==> src/rtl/sd_hyst_pkg.sv <==
`timescale 1ns/1ps
package sd_hyst_pkg;

  // Width of the largest table entry (90 mV needs 7 bits)
  localparam int THR_W  = 7;
  localparam int CODE_W = 2;

  typedef enum logic [1:0] {
    SD_HOLD = 2'd0,
    SD_SET  = 2'd1,
    SD_CLR  = 2'd2
  } sd_act_e;

  // Assert level in mV for a given select code
  function automatic logic [THR_W-1:0] on_level_mv(input logic [CODE_W-1:0] code);
    logic [THR_W-1:0] lvl;
    case (code)
      2'b00:   lvl = THR_W'(70);
      2'b01:   lvl = THR_W'(55);
      2'b10:   lvl = THR_W'(90);
      default: lvl = THR_W'(75);
    endcase
    return lvl;
  endfunction

  // Release level in mV for a given select code
  function automatic logic [THR_W-1:0] off_level_mv(input logic [CODE_W-1:0] code);
    logic [THR_W-1:0] lvl;
    case (code)
      2'b00:   lvl = THR_W'(40);
      2'b01:   lvl = THR_W'(30);
      2'b10:   lvl = THR_W'(55);
      default: lvl = THR_W'(45);
    endcase
    return lvl;
  endfunction

endpackage

==> src/rtl/sd_thr_lut.sv <==
`timescale 1ns/1ps
module sd_thr_lut
  import sd_hyst_pkg::*;
#(
  parameter int AMP_W = 10,
  parameter bit IS_ON = 1'b1
) (
  input  logic [CODE_W-1:0] code,
  output logic [AMP_W-1:0]  level_mv
);

  generate
    if (IS_ON) begin : g_on
      assign level_mv = AMP_W'(on_level_mv(code));
    end else begin : g_off
      assign level_mv = AMP_W'(off_level_mv(code));
    end
  endgenerate

endmodule

==> src/rtl/sd_cmp.sv <==
`timescale 1ns/1ps
module sd_cmp
  import sd_hyst_pkg::*;
#(
  parameter int AMP_W = 10
) (
  input  logic [AMP_W-1:0] amp_mv,
  input  logic [AMP_W-1:0] on_lvl,
  input  logic [AMP_W-1:0] off_lvl,
  output logic             above_on,
  output logic             below_off,
  output sd_act_e          act
);

  assign above_on  = (amp_mv > on_lvl);
  assign below_off = (amp_mv < off_lvl);

  // Assert wins over release; neither means hold
  always_comb begin
    act = SD_HOLD;
    if (above_on) begin
      act = SD_SET;
    end else if (below_off) begin
      act = SD_CLR;
    end
  end

endmodule

==> src/rtl/sd_flag.sv <==
`timescale 1ns/1ps
module sd_flag
  import sd_hyst_pkg::*;
(
  input  logic    clk,
  input  logic    rst_n,
  input  logic    smp_vld,
  input  sd_act_e act,
  output logic    flag_q
);

  always_ff @(posedge clk or negedge rst_n) begin
    if (!rst_n) begin
      flag_q <= 1'b0;
    end else if (smp_vld) begin
      case (act)
        SD_SET:  flag_q <= 1'b1;
        SD_CLR:  flag_q <= 1'b0;
        default: flag_q <= flag_q;
      endcase
    end
  end

endmodule

==> src/rtl/sd_hyst_det.sv <==
`timescale 1ns/1ps
module sd_hyst_det
  import sd_hyst_pkg::*;
#(
  parameter int AMP_W = 10   // must be at least THR_W
) (
  input  logic              clk,
  input  logic              rst_n,
  input  logic [AMP_W-1:0]  amp_mv,
  input  logic              amp_vld,
  input  logic [1:0]        on_code,
  input  logic [1:0]        off_code,
  output logic              sig_det,
  output logic              stat_sd
);

  // Named internal events, brought out for the checker
  logic [AMP_W-1:0] on_lvl;
  logic [AMP_W-1:0] off_lvl;
  logic             above_on;
  logic             below_off;
  sd_act_e          act;
  logic             flag_q;

  sd_thr_lut #(.AMP_W(AMP_W), .IS_ON(1'b1)) u_on_lut (
    .code     (on_code),
    .level_mv (on_lvl)
  );

  sd_thr_lut #(.AMP_W(AMP_W), .IS_ON(1'b0)) u_off_lut (
    .code     (off_code),
    .level_mv (off_lvl)
  );

  sd_cmp #(.AMP_W(AMP_W)) u_cmp (
    .amp_mv    (amp_mv),
    .on_lvl    (on_lvl),
    .off_lvl   (off_lvl),
    .above_on  (above_on),
    .below_off (below_off),
    .act       (act)
  );

  sd_flag u_flag (
    .clk     (clk),
    .rst_n   (rst_n),
    .smp_vld (amp_vld),
    .act     (act),
    .flag_q  (flag_q)
  );

  assign sig_det = flag_q;
  assign stat_sd = flag_q;

endmodule

==> config.mk <==
export PLATFORM = sky130hd
export DESIGN_NAME = sd_hyst_det
export DESIGN_NICKNAME = d
export VERILOG_FILES = /design/src/rtl/sd_hyst_pkg.sv /design/src/rtl/sd_thr_lut.sv /design/src/rtl/sd_cmp.sv /design/src/rtl/sd_flag.sv /design/src/rtl/sd_hyst_det.sv
export SDC_FILE = /design/constraint.sdc
export NUM_CORES = 1
export LEC_CHECK = 0
export BUFFER_PORTS_ARGS = -buffer_cell sky130_fd_sc_hd__buf_2
export CAP_MARGIN = 30
export CELL_PAD_IN_SITES_DETAIL_PLACEMENT = 1
export CELL_PAD_IN_SITES_GLOBAL_PLACEMENT = 1
export CORE_MARGIN = 2
export CORE_UTILIZATION = 29
export CTS_CLUSTER_SIZE = 16
export DETAILED_ROUTE_END_ITERATION = 10
export GPL_TIMING_DRIVEN = 0
export PLACE_DENSITY_LB_ADDON = 0.1
export SKIP_LAST_GASP = 1
export SYNTH_ARGS = -nofsm -noshare
export SYNTH_HDL_FRONTEND = slang
export SYNTH_SLANG_ARGS = --single-unit
==> constraint.sdc <==
create_clock -name clk -period 0.8 [get_ports clk]
set_input_delay 0 -clock clk [delete_from_list [all_inputs] [get_ports clk]]
set_output_delay 0 -clock clk [all_outputs]
set_load 0.005 [all_outputs]
==> results.md, run 1 <==
* Status: finished, violations left
* Failing checks: negative setup slack
* FF+latch count, synth at 1
* Vias in the first global route at 440
* GP Congestion at 0.6573
* Post-synthesis cell count at 54
* Worst Path Arrival at 1.20 ns
* Max reg flops at 1
* CP startpoint kind: input port
* Fmax at 750.3 MHz
* DR WL/cell at approximately 12 µm
* WP data required at 0.67 ns
* FF-to-FF path depth at 2
* Drt first pass iters at 1
* Flop2flop setup slack at 0.15 ns
* Crit Path Class: input port to flip-flop
* Hold_sp: amp_vld
* Die area at 0.001937 mm²
* Nets at 115
* Seq/Total Area, Yosys at 0.05391
* Crit share post-route at 1.666
* Regs by FF count: u_flag.flag_q (1)
* Hold Path End: u_flag.flag_q
* Antenna violations before repair at 0
* Worst Skew at 0 ns
* DIE WIDTH at 44.01 µm
* Worst-Margin Slew at roughly 0.26 ns
* Max Slew Vio Count at 0
* Largest net degree at the start of global routing at 5
* Syn nets at 91
* Worst skew pair latency at 0 ns
* RSZ-0062 raised after global routing: true
* GRT Total Usage at 0.1229
* Total grt overflow at 0
* Post-synth cell types at 17
* Worst rel slew slack at 0.8270
* Global-route wire length before repair at 1849 µm
* Placed Cells at slightly below 90
* Core ar. at between 0.0015 and 0.002 mm²
* Routed Antenna Nets at 0
* Post-Route WL at between 1000 and 1500 µm
* Starting Density at 0.3081
* DRC Markers at 0
* Post-DR vias/cell at 4.967
* Hold Fails Final Rpt at 0
* Ys Warns at 0
* Post-DP HPWL at slightly above 1000 µm
* Endpoint class of the critical path: flip-flop
* Biggest register: u_flag.flag_q
* Reg-to-Reg End: u_flag.flag_q
* Hold/Removal Path Class: input port to flip-flop
* WHS at 0.2513 ns
* Min Tclk post-route at around 1.3 ns
* Share of cells above drive strength 1 at 0.6447
* Antenna cell count at 0
* Mapped Area at 464.2 µm²
* Port buffer count at 18
* Vias at between 400 and 500
* Final setup vio count at 1
* Synth Area per Inst at 8.596 µm²
* Max_cap viols at 0
* Die height at 44.01 µm
* Area growth, synth to finish at 80.86%
* Hold depth at 3
* Worst setup margin at -0.5328 ns
* # IOs at 19
* Pwr Density at between 500 and 600 mW/mm²
* Post-route non-filler standard cell count at 92
* Iteration-0 DRC Markers at 0
* Power Total at 458.0 µW
* Clk slew on worst S/H paths at 0 ns
* Leak pwr at 0.0003483 µW
* Worst r2r src: u_flag.flag_q
* Rows at 14
* Max FO, Critical Path at 4
* Worst vdd ir at 0.2112 mV
* Setup WS pre-CTS at -0.7923 ns
* Sum Neg Setup Slack at -0.5328 ns
## layer usage
layer  global-route usage  wire length (µm)  up-vias
li1                     -                 -      234
met1               0.1538               455      215
met2               0.2471               629        8
met3                    0                37        0
met4                    0                 0        0
met5                    0                 0        -
## report_power, final
group / switching, µW / leakage (µW) / internal (µW) / total [µW]
Clock: 0 / 0 / 0 / 0
Combinational: 188 / 0.000339 / 217 / 404
Sequential: 0.929 / 0.00000891 / 52.8 / 53.7
## critical path, cell delays in order
cell      delay (ns)
buf_12          0.12
ha_4            0.16
o21bai_4        0.16
ha_2            0.18
a21oi_2         0.12
o22ai_1         0.09
nor4_1          0.25
o21ai_1         0.11
## cell usage after synthesis
master,instances,area [µm²]
buf_4,1,7.510
nor4_1,2,12.51
nor3_1,1,5.000
o21ai_1,2,10.01
a2111oi_4,1,27.53
inv_1,9,33.78
ha_1,20,250.2
or3_4,1,11.26
nand3_1,3,15.01
nor2_1,2,7.510
dfrtp_1,1,25.02
a21oi_1,3,15.01
o21bai_1,1,7.510
a31oi_1,1,6.260
o22ai_1,1,6.260
o2111ai_1,1,8.760
nand2_1,4,15.01
## logic make-up (layout without fill, tap and decap cells)
group | count (synthesis) | after routing | share of synthesized area
AO/OA/AOI/OAI | 10 | 10 | 0.1752
adder cells (fa/ha/maj) | 20 | 20 | 0.5391
buffers and inverters | 10 | 32 | 0.08895
flip-flops | 1 | 1 | 0.05390
AND/OR/NAND/NOR | 13 | 13 | 0.1428
## through the flow
step | utilization | cell area [µm²]
after global routing | 0.5573 | 839.6
after detailed placement | 0.4560 | 686.9
final | 0.5573 | 839.6
after floorplan | - | 576.8
after CTS | 0.5158 | 777.0
after global placement | 0.4560 | 686.9
## cell type report
type,count,area (µm²)
Sequential cell,1,25.02
Buffer,1,7.507
Inverter,9,58.81
Multi-Input combinational cell,43,564.3
Tap cell,16,20.02
Timing Repair Buffer,22,163.9
Fill cell,164,666.9
## cell usage in the layout (no fill, tap or decap), types with 2 or more instances in the layout
cell and count:
inv_1 2, nor4_1 2, a21oi_2 2, buf_8 2, buf_2 14, ha_4 10
ha_2 2, buf_4 4, o21ai_1 2, inv_2 2, nand2_1 4, ha_1 8
inv_4 3, nand3_2 2
## how the worst max path moves through the flow
stage	from	end	slack [ns]	cells past startpoint
after floorplan	on_code[0]	u_flag.flag_q	-0.34	8
after global placement	on_code[0]	u_flag.flag_q	-0.80	9
after detailed placement	on_code[0]	u_flag.flag_q	-0.79	9
after CTS	on_code[0]	u_flag.flag_q	-0.55	8
after global routing	off_code[0]	u_flag.flag_q	-0.66	9
final	on_code[0]	u_flag.flag_q	-0.53	8
## what timing repair did
| item | 4_1_cts | 5_1_grt |
|---|---|---|
| gates cloned | 0 | 0 |
| endpoints found under the setup margin | 1 | 1 |
| resized for setup | 17 | 11 |
| pin swaps | 11 | 4 |
| hold endpoints to repair | 1 | 0 |
| hold buffers | 1 | 0 |
| buffers inserted | 0 | 3 |
Note: power is estimated with default switching activity, not from simulation.
==> inputs of run 2 (changes only) <==
--- a/config.mk
+++ b/config.mk
@@ -5,6 +5,7 @@
 export SDC_FILE = /design/constraint.sdc
 export NUM_CORES = 1
 export LEC_CHECK = 0
+export ABC_AREA = 1
 export BUFFER_PORTS_ARGS = -buffer_cell sky130_fd_sc_hd__buf_2
 export CAP_MARGIN = 30
 export CELL_PAD_IN_SITES_DETAIL_PLACEMENT = 1
==> run 2 against run 1 <==
  * The flow still finishes with violations (negative setup slack)
  * Via count increased by 6.6%
  * Fmax increased by 11%
  * Final area increased by 0.75%
  * Sequential share of layout area about the same
  * Setup slack improved by 0.13 ns
  * Largest power group unchanged
  * Highest routed layer unchanged
==> results.md, run 2 <==
* Clk slew on worst S/H paths at 0 ns (unchanged)
* Post-synthesis cell count at 70 (+30%)
* Starting Density at 0.3030 (-0.005176)
* Post-synth cell types at 16 (-1)
* Routed Antenna Nets at 0 (unchanged)
* Regs by FF count: u_flag.flag_q (1)
* Vias at 487 (+6.6%)
* Finished layout cell area at 845.8 µm² (+0.75%)
* FF+latch count, synth at 1 (unchanged)
* Post-DR vias/cell at 4.594 (-7.5%)
* Rows at 15 (+1)
* Storage element area at 25.02 µm² (unchanged)
* Top post-synthesis cells by area: ha_1 49%, inv_1 9.5%, nand2_1 9.5%, dfrtp_1 4.9%, nor2_4 4.4%
* Crit path buffers/inverters at 3 (+2)
* Core ar. at 0.001689 mm² (+12%)
* Most frequent cell after synthesis: ha_1
* Worst setup margin at -0.4044 ns (+0.1284 ns)
* Antenna violations before repair at 0 (unchanged)
* Finished Core Util at 0.5007 (-0.05657)
* Endpoint class of the critical path: flip-flop
* Commonest non-fill, non-tap cell in the layout: buf_2
* Top post-synthesis cells by count: 20 x ha_1, 13 x inv_1, 13 x nand2_1
* GRT Total Usage at 0.1094 (-0.01347)
* Ys Warns at 0 (unchanged)
* GP Congestion at 0.6985 (+6.3%)
* Port buffer count at 18 (unchanged)
* Worst-path cell with the longest stage delay: ha_4
* Number of synthesized flops with an enable pin at 0 (unchanged)
* Largest delay share family, worst path: adder cells
* Area growth, synth to finish at 65.28%
* Vias in the first global route at 475 (+8.0%)
* Max_cap viols at 0 (unchanged)
* Die area at 0.002116 mm² (+9.3%)
* Post-CTS setup buffer count at 0 (unchanged)
* Largest net degree at the start of global routing at 5 (unchanged)
* Worst path cell trace: buf_12, inv_4, ha_4, inv_2, ha_4, nand2_4, nor2_4, nand4_1, nand3_1, nand3_1, nand2_1
* Biggest register: u_flag.flag_q
* Synth Flop Type: dfrtp_1
* Worst Skew at 0 ns (unchanged)
* DR WL/cell at 10.00 µm (-18%)
* Total grt overflow at 0 (unchanged)
* DRC Markers at 0 (unchanged)
* Final setup vio count at 1 (unchanged)
* Max FO, Critical Path at 4 (unchanged)
* Hold Fails Final Rpt at 0 (unchanged)
* Worst-Margin Slew at 0.1822 ns (-0.07488 ns)
* Failing checks: negative setup slack
* Worst Path Arrival at 1.14 ns (-0.06 ns)
* Synth area leader: ha_1
* DIE WIDTH at 46.01 µm (+4.5%)
* WHS at 0.2523 ns (+0.0009810 ns)
* Pwr Density at 559.0 mW/mm² (+2.5%)
* Iteration-0 DRC Markers at 0 (unchanged)
* Drt first pass iters at 1 (unchanged)
* Worst rel slew slack at 0.8776 (+0.05056)
* Hold/Removal Path Class: input port to flip-flop
* Async S/R FF share, synth at 1.000 (unchanged)
* Setup WS pre-CTS at -0.5939 ns (+0.1984 ns)
* Post-synth top area share at 0.4890 (-0.05009)
* Max Slew Vio Count at 0 (unchanged)
* RSZ-0062 raised after global routing: true
* Status: finished, violations left
* WP data required at 0.73 ns (+0.06 ns)
* Max reg flops at 1 (unchanged)
* Multi-input logic area at 588.1 µm² (+4.2%)
* Crit Path Class: input port to flip-flop
* Min Tclk post-route at 1.204 ns (-0.1284 ns)
* Synth Area per Inst at 7.311 µm² (-15%)
* Nets at 128 (+11%)
* Worst skew pair latency at 0 ns (unchanged)
* Commonest non-fill, non-tap cells in the layout: 14 x buf_2, 11 x nand2_1, 10 x ha_1, 10 x ha_4, 6 x inv_1
* Crit share post-route at 1.505 (-0.1605)
* Dpl cell area at 708.2 µm² (+3.1%)
* Seq/Total Area, Yosys at 0.04890 (-0.005009)
* Antenna cell count at 0 (unchanged)
* Mapped Area at 511.7 µm² (+10%)
* Fill cell count at 205 (+25%)
* Fmax at 830.3 MHz (+11%)
* Worst vdd ir at 0.2317 mV (+9.7%)
* Slowest cell delay on critical path at 0.26 ns (about the same)
* Post-DP HPWL at 976.9 µm (-3.5%)
* Die height at 46.01 µm (+4.5%)
* CP startpoint kind: input port
* Post-Route WL at 1060 µm (-5.5%)
* Share of cells above drive strength 1 at 0.5618 (-0.08294)
* Leak pwr at 0.0004037 µW (+16%)
* Syn nets at 107 (+18%)
* Global-route wire length before repair at 1766 µm (-4.5%)
* # IOs at 19 (unchanged)
[run 2: cell types whose count changed after synthesis, moves of 2 or more]
| cell | before | now |
|---|---|---|
| inv_1 | 9 | 13 |
| inv_2 | 0 | 2 |
| nand2_1 | 4 | 13 |
| nand2_2 | 0 | 2 |
| nand4_1 | 0 | 3 |
| nor2_4 | 0 | 2 |
| nor4_1 | 2 | 0 |
[run 2: cell type report]
class	count	area share
flip-flops and latches	1	0.02959
plain buffers	1	0.008876
multi-input cells	53	0.6953
well taps	17	0.02515
repair buffers	19	0.1627
inverters	15	0.07840
[run 2: repair_timing]
item	in CTS	in global routing
hold endpoints to repair	1	0
endpoints found under the setup margin	1	1
hold buffers	1	0
gates resized for setup	17	8
pin swaps	11	9
[run 2: per-stage QoR]
stage | total power [µW] | instances | setup TNS, ns
CTS | 431.4 | 106 | -0.4408
global placement | 359.2 | 105 | -0.6083
detailed placement | 370.1 | 105 | -0.5939
finish | 472.8 | 106 | -0.4044
global route | 531.8 | 106 | -0.4978
floorplan | 258.1 | 70 | -0.2610
[run 2: where the power goes]
| group | total [µW] | internal (µW) | switching, µW | leakage [µW] |
|---|---|---|---|---|
| sequential | 53.7 | 52.8 | 0.840 | 0.00000892 |
| combinational | 419 | 215 | 205 | 0.000395 |
| clock | 0 | 0 | 0 | 0 |
[run 2: layer usage]
| layer | global-route usage | part of all wire | up-vias |
|---|---|---|---|
| li1 | - | - | 261 |
| met1 | 0.1256 | 0.42 | 214 |
| met2 | 0.2306 | 0.54 | 12 |
| met3 | 0 | 0.040 | 0 |
| met4 | 0 | 0 | 0 |
| met5 | 0 | 0 | - |
[run 2: worst reg2reg max path: cells and delay by family (launching register included)]
kind | cells | cell delay [ns]
AND/OR/NAND/NOR | 2 | 0.12
flip-flops | 1 | 0.36
[run 2: worst paths after layout]
check                      cells after the start           from  slack [ns]       endpoint
max                                           11     on_code[0]       -0.40  u_flag.flag_q
min                                            3        amp_vld        0.25  u_flag.flag_q
min reg2reg                                    2  u_flag.flag_q        0.49  u_flag.flag_q
max in group asynchronous                      2          rst_n        0.40  u_flag.flag_q
max reg2reg                                    2  u_flag.flag_q        0.20  u_flag.flag_q
min in group asynchronous                      2          rst_n        0.32  u_flag.flag_q
[run 2: logic make-up after synthesis]
kind of cell | Yosys count | share of synthesized area
AO/OA/AOI/OAI | 6 | 0.06357
adder cells (fa/ha/maj) | 20 | 0.4890
buffers and inverters | 16 | 0.1247
flip-flops | 1 | 0.04889
AND/OR/NAND/NOR | 27 | 0.2738
